**config.mk**
```make
export PLATFORM = sky130hd
export DESIGN_NAME = lcd_pix_unpack
export DESIGN_NICKNAME = d
export VERILOG_FILES = /design/src/rtl/lcd_unpack_pkg.sv /design/src/rtl/lcd_word_fifo.sv /design/src/rtl/lcd_pix_sel.sv /design/src/rtl/lcd_gray_lut.sv /design/src/rtl/lcd_pix_unpack.sv
export SDC_FILE = /design/constraint.sdc
export NUM_CORES = 1
export LEC_CHECK = 0
export BUFFER_PORTS_ARGS = -buffer_cell sky130_fd_sc_hd__buf_2
export CAP_MARGIN = 20
export CORE_ASPECT_RATIO = 2
export CORE_UTILIZATION = 41
export DETAILED_ROUTE_END_ITERATION = 10
export PLACE_DENSITY = 0.67
export REMOVE_ABC_BUFFERS = 1
export SLEW_MARGIN = 20
export SYNTH_ARGS = -nofsm -noshare
export SYNTH_HDL_FRONTEND = slang
export SYNTH_SLANG_ARGS = --single-unit
```
**constraint.sdc**
```tcl
create_clock -name clk -period 5.6 [get_ports clk]
set_input_delay 0.84 -clock clk [delete_from_list [all_inputs] [get_ports clk]]
set_output_delay 0.84 -clock clk [all_outputs]
set_load 0.02 [all_outputs]
```
**src/rtl/lcd_unpack_pkg.sv**
```systemverilog
package lcd_unpack_pkg;

    localparam int WORD_W = 32;
    localparam int CODE_W = 4;

    typedef enum logic [1:0] {
        BPP_1   = 2'b00,
        BPP_2   = 2'b01,
        BPP_4   = 2'b10,
        BPP_4_X = 2'b11
    } bpp_e;

    typedef struct packed {
        logic              req;
        logic              hit;
        logic [CODE_W-1:0] val;
    } pix_t;

    function automatic logic [5:0] px_per_word(bpp_e m);
        case (m)
            BPP_1:   return 6'd32;
            BPP_2:   return 6'd16;
            default: return 6'd8;
        endcase
    endfunction

    function automatic logic [CODE_W-1:0] px_extract(logic [WORD_W-1:0] w,
                                                     logic [4:0] idx,
                                                     bpp_e m);
        logic [WORD_W-1:0] sh;
        case (m)
            BPP_1: begin
                sh = w >> idx;
                return {3'b000, sh[0]};
            end
            BPP_2: begin
                sh = w >> {idx, 1'b0};
                return {2'b00, sh[1:0]};
            end
            default: begin
                sh = w >> {idx, 2'b00};
                return sh[3:0];
            end
        endcase
    endfunction

endpackage

```
**src/rtl/lcd_word_fifo.sv**
```systemverilog
module lcd_word_fifo #(
    parameter int DEPTH     = 9,
    parameter int W         = 32,
    parameter int WATERMARK = 5,
    localparam int PW       = (DEPTH > 1) ? $clog2(DEPTH) : 1,
    localparam int CW       = $clog2(DEPTH + 1)
) (
    input  logic          clk,
    input  logic          rst,
    input  logic          active,
    input  logic          wr_en,
    input  logic [W-1:0]  wr_data,
    input  logic          rd_en,
    output logic [W-1:0]  head,
    output logic          empty,
    output logic          full,
    output logic          dma_req,
    output logic          overflow
);
    localparam logic [CW-1:0] DEPTH_C = CW'(DEPTH);
    localparam logic [CW-1:0] WM_C    = CW'(WATERMARK);
    localparam logic [PW-1:0] LAST_P  = PW'(DEPTH - 1);

    logic [W-1:0]  mem [DEPTH];
    logic [PW-1:0] rd_ptr, wr_ptr;
    logic [CW-1:0] count;
    logic          do_wr, do_rd;

    assign empty   = (count == '0);
    assign full    = (count == DEPTH_C);
    assign head    = mem[rd_ptr];
    assign do_wr   = active && wr_en && !full;
    assign do_rd   = active && rd_en && !empty;
    assign dma_req = active && !full && (count <= WM_C);

    always_ff @(posedge clk) begin
        if (do_wr) mem[wr_ptr] <= wr_data;
    end

    always_ff @(posedge clk) begin
        if (rst || !active) begin
            rd_ptr <= '0;
            wr_ptr <= '0;
            count  <= '0;
        end else begin
            if (do_wr) wr_ptr <= (wr_ptr == LAST_P) ? '0 : wr_ptr + 1'b1;
            if (do_rd) rd_ptr <= (rd_ptr == LAST_P) ? '0 : rd_ptr + 1'b1;
            case ({do_wr, do_rd})
                2'b10:   count <= count + 1'b1;
                2'b01:   count <= count - 1'b1;
                default: count <= count;
            endcase
        end
    end

    always_ff @(posedge clk) begin
        if (rst)                          overflow <= 1'b0;
        else if (active && wr_en && full) overflow <= 1'b1;
    end

    assert_count_bound_R1: assert property (@(posedge clk) disable iff (rst)
        count <= DEPTH_C);
    assert_full_drop_R1: assert property (@(posedge clk) disable iff (rst)
        (active && full && wr_en && !rd_en) |=> (full && overflow));
    assert_overflow_sticky_R1: assert property (@(posedge clk) disable iff (rst)
        overflow |=> overflow);
    assert_req_not_full_R2: assert property (@(posedge clk) disable iff (rst)
        dma_req |-> (!full && active));
    assert_flush_empty_R9: assert property (@(posedge clk) disable iff (rst)
        !active |=> empty);
endmodule

```
**src/rtl/lcd_pix_sel.sv**
```systemverilog
module lcd_pix_sel
    import lcd_unpack_pkg::*;
(
    input  logic              clk,
    input  logic              rst,
    input  logic              en,
    input  logic [1:0]        bpp_in,
    input  logic              tick,
    input  logic [WORD_W-1:0] head,
    input  logic              empty,
    output logic              pop,
    output pix_t              pix,
    output logic              underrun
);
    bpp_e       cfg_bpp;
    logic [4:0] idx;
    logic [5:0] ppw;
    logic [4:0] last_idx;
    logic       take;

    assign ppw      = px_per_word(cfg_bpp);
    assign last_idx = 5'(ppw - 6'd1);
    assign take     = en && tick && !empty;
    assign pop      = take && (idx == last_idx);

    assign pix.req = en && tick;
    assign pix.hit = !empty;
    assign pix.val = px_extract(head, idx, cfg_bpp);

    always_ff @(posedge clk) begin
        if (rst) begin
            cfg_bpp <= BPP_1;
            idx     <= '0;
        end else if (!en) begin
            cfg_bpp <= bpp_e'(bpp_in);
            idx     <= '0;
        end else if (take) begin
            idx <= pop ? '0 : idx + 1'b1;
        end
    end

    always_ff @(posedge clk) begin
        if (rst)                      underrun <= 1'b0;
        else if (en && tick && empty) underrun <= 1'b1;
    end

    assert_idx_range_R6: assert property (@(posedge clk) disable iff (rst)
        {1'b0, idx} < ppw);
    assert_pop_rewinds_R6: assert property (@(posedge clk) disable iff (rst)
        pop |=> (idx == '0));
    assert_cfg_hold_R3: assert property (@(posedge clk) disable iff (rst)
        (en && $past(en)) |-> $stable(cfg_bpp));
    assert_underrun_sticky_R8: assert property (@(posedge clk) disable iff (rst)
        underrun |=> underrun);
    assert_disable_rewind_R9: assert property (@(posedge clk) disable iff (rst)
        !en |=> (idx == '0));
endmodule

```
**src/rtl/lcd_gray_lut.sv**
```systemverilog
module lcd_gray_lut
    import lcd_unpack_pkg::*;
(
    input  logic              clk,
    input  logic              rst,
    input  pix_t              pix,
    input  logic [WORD_W-1:0] pal_lo,
    input  logic [WORD_W-1:0] pal_hi,
    output logic [CODE_W-1:0] gray,
    output logic              gray_valid
);
    logic [2*WORD_W-1:0] pal_all;
    logic [CODE_W-1:0]   code_d;

    assign pal_all = {pal_hi, pal_lo};
    assign code_d  = pal_all[{pix.val, 2'b00} +: CODE_W];

    always_ff @(posedge clk) begin
        if (rst) begin
            gray       <= '0;
            gray_valid <= 1'b0;
        end else begin
            gray_valid <= pix.req;
            if (pix.req) gray <= pix.hit ? code_d : '0;
        end
    end

    assert_valid_after_req_R7: assert property (@(posedge clk) disable iff (rst)
        pix.req |=> gray_valid);
    assert_quiet_without_req_R7: assert property (@(posedge clk) disable iff (rst)
        !pix.req |=> !gray_valid);
    assert_miss_gives_zero_R8: assert property (@(posedge clk) disable iff (rst)
        (pix.req && !pix.hit) |=> (gray == '0));
endmodule

```
**src/rtl/lcd_pix_unpack.sv**
```systemverilog
module lcd_pix_unpack
    import lcd_unpack_pkg::*;
#(
    parameter int FIFO_DEPTH = 9,
    parameter int REFILL_WM  = 5
) (
    input  logic              clk,
    input  logic              rst,
    input  logic              en,
    input  logic [1:0]        bpp_mode,
    input  logic [WORD_W-1:0] pal_lo,
    input  logic [WORD_W-1:0] pal_hi,
    input  logic              wr_valid,
    input  logic [WORD_W-1:0] wr_data,
    input  logic              pix_tick,
    output logic [CODE_W-1:0] gray,
    output logic              gray_valid,
    output logic              dma_req,
    output logic              underrun,
    output logic              overflow
);
    logic [WORD_W-1:0] head;
    logic              empty, full, pop;
    pix_t              pix;

    lcd_word_fifo #(
        .DEPTH(FIFO_DEPTH), .W(WORD_W), .WATERMARK(REFILL_WM)
    ) u_fifo (
        .clk(clk), .rst(rst), .active(en),
        .wr_en(wr_valid), .wr_data(wr_data), .rd_en(pop),
        .head(head), .empty(empty), .full(full),
        .dma_req(dma_req), .overflow(overflow)
    );

    lcd_pix_sel u_sel (
        .clk(clk), .rst(rst), .en(en), .bpp_in(bpp_mode),
        .tick(pix_tick), .head(head), .empty(empty),
        .pop(pop), .pix(pix), .underrun(underrun)
    );

    lcd_gray_lut u_lut (
        .clk(clk), .rst(rst), .pix(pix),
        .pal_lo(pal_lo), .pal_hi(pal_hi),
        .gray(gray), .gray_valid(gray_valid)
    );

    assert_pop_needs_data_R6: assert property (@(posedge clk) disable iff (rst)
        pop |-> !empty);
    assert_reset_quiet_R10: assert property (@(posedge clk)
        rst |=> (!gray_valid && !underrun && !overflow));
endmodule

```
==> qor_table.md <==
| Parameter | This run | Unit |
|:---|:---|:---|
| Outcome | finished, final reports clean | - |
| Power dissipated by switching net loads | 1.01 | mW |
| Top Family by Delay on Critical Path | compound AO/OA/AOI/OAI gates | - |
| Flops & latches, synth | 318 | - |
| Hold WC Path Type | register to register | - |
| Switching Share | 21.3 | % |
| Endpoint required time on the critical path | 6.03 | ns |
| Chip height | 266 | um |
| F_max | 222 | MHz |
| Critical-path cell with the highest stage delay | a41oi_4 | - |
| Classification of the worst setup path | register to register | - |
| Number of placement rows | 96 | - |
| Number of global-route vias before repair | 9,110 | - |
| Number of cells on the worst reg-to-reg path | 13 | - |
| Initial antenna violation count | 2 | - |
| Number of placed I/O pins | 111 | - |
| Number of DRC markers after the initial detailed-route iteration | 605 | - |
| Data arrival time at the worst-slack endpoint | 4.93 | ns |
| Antenna Cells | 0 | - |
| Worst-case headroom to the max-slew limit | 26.4 | % |
| Number of synthesis warnings | 0 | - |
| EDFF count, synth | 288 | - |
| Simple logic cell fraction of the synthesized area | 6.36 | % |
| Number of instances resized during post-cts repair | 0 | - |
| Xor-xnor portion of the synthesized cell area | 0.615 | % |
| Levels on crit path | 13 | - |
| Fraction of power consumed by the clock network | 40.3 | % |
| Main combinational cell family by area after synthesis | multiplexers | - |
| Combined global-route utilization of all metal layers | 19.9 | % |
| Area of the mapped netlist | 14,200 | sq um |
| Clock Latency Late Sink | 0.55 | ns |
| Pre-antenna DRT Iters | 8 | - |
| Overflow after GRT | 0 | - |
| Adder and majority cell fraction of the synthesized area | 1.02 | % |
| Count of max-cap constraint violations | 0 | - |
| Ratio of routed vias to standard cells | 5.78 | - |
| Die area | 35,600 | sq um |
| Post-Place Setup Slack | 1.19 | ns |
| Commonest non-fill, non-tap cell in the layout | edfxtp_1 | - |
| Global-route wire length before repair | 52,800 | um |
| Number of buffers created by CTS | 26 | - |
| Worst-path cell chain | buf_4 > and2_1 > buf_12 > a221o_1 > o21ai_0 > a211o_1 > o2bb2ai_1 > a32oi_1 > a41oi_4 > nand2_4 > mux2_4 > a2111oi_4 > a311oi_2 | - |
| TritonCTS clock tree | yes | - |
| Post-route setup slack | 1.10 | ns |
| Critical Path Source Type | register | - |
| Maximum net fanout on the critical path | 19 | - |
| Async SR Flop Fraction | 0 | % |
| Power density cells | 294 | nW/um^2 |
| Post-synthesis mux area share | 12.1 | % |
| Worst-case clock skew | 0.0100 | ns |
| Clock period minus worst slack | 4.50 | ns |
| Pin slew with the least headroom to its limit | 1.10 | ns |
| Final nets | 1,186 | - |
| Sinks on Clock Net | 318 | - |
| Final standard cell utilization of the core | 47.0 | % |
| Number of instances on the worst hold path | 2 | - |
| Register cell area after layout | 9250 | sq um |
| Floorplan die width | 134 | um |
| Worst supply voltage drop on vdd | 197 | uV |
| Fillcell total | 2,933 | - |
| Final setup viols | 0 | - |
| Final routed wirelength across all metal layers | 35,400 | um |
| Reg power frac | 55.1 | % |
| Internal power | 3.72 | mW |
| Leak Pwr | 5.25 | nW |
| Hold violation count in the final report | 0 | - |
| Largest stage delay, worst path | 0.67 | ns |
| Final HPWL from detailed placement | 23,200 | um |
| Core box area | 34,200 | sq um |
| Cts-stage hold buffer count | 0 | - |
| DRC Markers | 0 | - |
| Pins Over Slew Limit | 0 | - |
| Buffers inserted by post-CTS timing repair | 0 | - |
| Main flop type after synthesis | edfxtp_1 | - |
| Quantity of I/O buffers inserted on ports | 110 | - |
| Relative contribution of combinational cells to total power | 4.6 | % |
| Synthesized area per cell | 14.7 | sq um |
| Area occupied by multi-input gates | 4560 | sq um |
| Routed length per placed instance | 23.1 | um |
| Maximum number of pins on one net before global-route repair | 61 | - |
| Cell count after synthesis | 970 | - |
| Starting density of the core | 41.6 | % |
| Maximum clock insertion buffer count | 3 | - |
| Portion of the post-synthesis area used by sequential elements | 64.9 | % |
| Complex-gate fraction of the synthesized area | 11.8 | % |
| P&R area growth vs syn | 13.0 | % |
| Period utilization | 80.3 | % |
| CTS Root Buffer Type | clkbuf_16 | - |
| Buffers plus inverters on the worst setup path | 2 | - |
| Nature of the critical path endpoint | register | - |
| Total Power | 4.73 | mW |
| Most frequent cells in the layout | 288 x edfxtp_1, 110 x buf_2, 95 x mux2i_1 | - |
| Cell variety after synth | 85 | - |
| Share of layout cells above drive strength 1 | 23.8 | % |
| CTS H-tree depth | 1 | - |
| Number of vias in the routed layout | 8,867 | - |
| Antenna Nets Post-Route | 0 | - |
| Clk slew on worst S/H paths | 0.07 | ns |
| Routability cong. | 0.945 | - |
| RSZ-0062 raised after global routing | no | - |
metrics by stage:
stage | hold slack [ns] | cell area, sq um | instances | TNS (ns)
global placement | 0.451 | 15200 | 1484 | 0
CTS | 0.479 | 16100 | 1532 | 0
detailed placement | 0.461 | 15200 | 1484 | 0
finish | 0.479 | 16100 | 1533 | 0
floorplan | 0.484 | 13900 | 913 | -5.32
global route | 0.504 | 16100 | 1533 | 0
synthesized netlist by cell type, drive strengths merged, types with 7 or more instances:
cell type / count / area, sq um
a211oi: 14 / 110
a21oi: 31 / 159
a22o: 29 / 254
a22oi: 19 / 143
and2: 10 / 62.6
buf: 36 / 307
clkbuf: 21 / 80.1
dfxtp: 30 / 601
edfxtp: 288 / 8650
ha: 10 / 125
inv: 20 / 75.1
mux2: 39 / 454
mux2i: 95 / 951
mux4: 14 / 315
nand2: 49 / 194
nand3: 37 / 185
nor2: 46 / 173
nor3: 14 / 70.1
o211ai: 7 / 52.6
o21ai: 35 / 175
o31ai: 14 / 120
xnor2: 7 / 61.3
sequential cells by signal, indices dropped and copies added, names as in the netlist, named ones only:
| register | count |
|---|---|
| u_fifo.rd_ptr | 4 |
| u_sel.idx | 5 |
| u_lut.gray_valid | 1 |
| u_lut.gray | 4 |
| u_fifo.count | 4 |
| u_sel.underrun | 1 |
| u_fifo.overflow | 1 |
| u_fifo.mem | 288 |
| u_sel.cfg_bpp | 2 |
| u_fifo.wr_ptr | 4 |
worst reg2reg max path, stage by stage (launching register included):
cell	delay, ns
dfxtp_1	0.32
buf_4	0.20
and2_1	0.43
buf_12	0.29
a221o_1	0.32
o21ai_0	0.55
a211o_1	0.25
o2bb2ai_1	0.12
a32oi_1	0.12
a41oi_4	0.67
nand2_4	0.30
mux2_4	0.39
a2111oi_4	0.36
a311oi_2	0.07
logic make-up after synthesis:
group / count (synthesis)
DFF: 318
AOI/OAI and AO/OA: 218
and+or+nand+nor: 187
muxes: 148
buffers and inverters: 78
adders and majority gates: 11
xor gates and xnor gates: 10
power by group through the flow:
stage	combinational [mW]	sequential, mW	clock (mW)
2_1_floorplan	0.108	2.66	0
3_3_place_gp	0.211	2.66	0
3_5_place_dp	0.215	2.66	0
4_1_cts	0.216	2.61	1.94
5_1_grt	0.233	2.61	2.03
6_report	0.216	2.61	1.91
metal layers:
layer	vias to the layer above	share of wire, %	track usage, %
met1	4378	36	21.1
met4	4	4.2	10.2
met5	-	0.076	0
li1	4046	-	-
met2	346	54	37.6
met3	93	5.6	2.71
final timing paths:
kind | start | slack, ns | endpoint
worst min register to register | u_fifo.overflow | 0.48 | u_fifo.overflow
worst min-delay path | u_fifo.overflow | 0.48 | u_fifo.overflow
worst max-delay path | register | 1.10 | u_lut.gray[2]
worst max register to register | register | 1.10 | u_lut.gray[2]
final cells by class:
| class | instances | area share (%) |
|---|---|---|
| Sequential cell | 318 | 57.5 |
| Multi-Input combinational cell | 574 | 28.3 |
| Timing Repair Buffer | 131 | 4.65 |
| Clock buffer | 27 | 4.20 |
| Tap cell | 441 | 3.43 |
| Clock inverter | 21 | 1.43 |
| Inverter | 21 | 0.489 |
No activity file was read; power rests on OpenSTA's default activity.
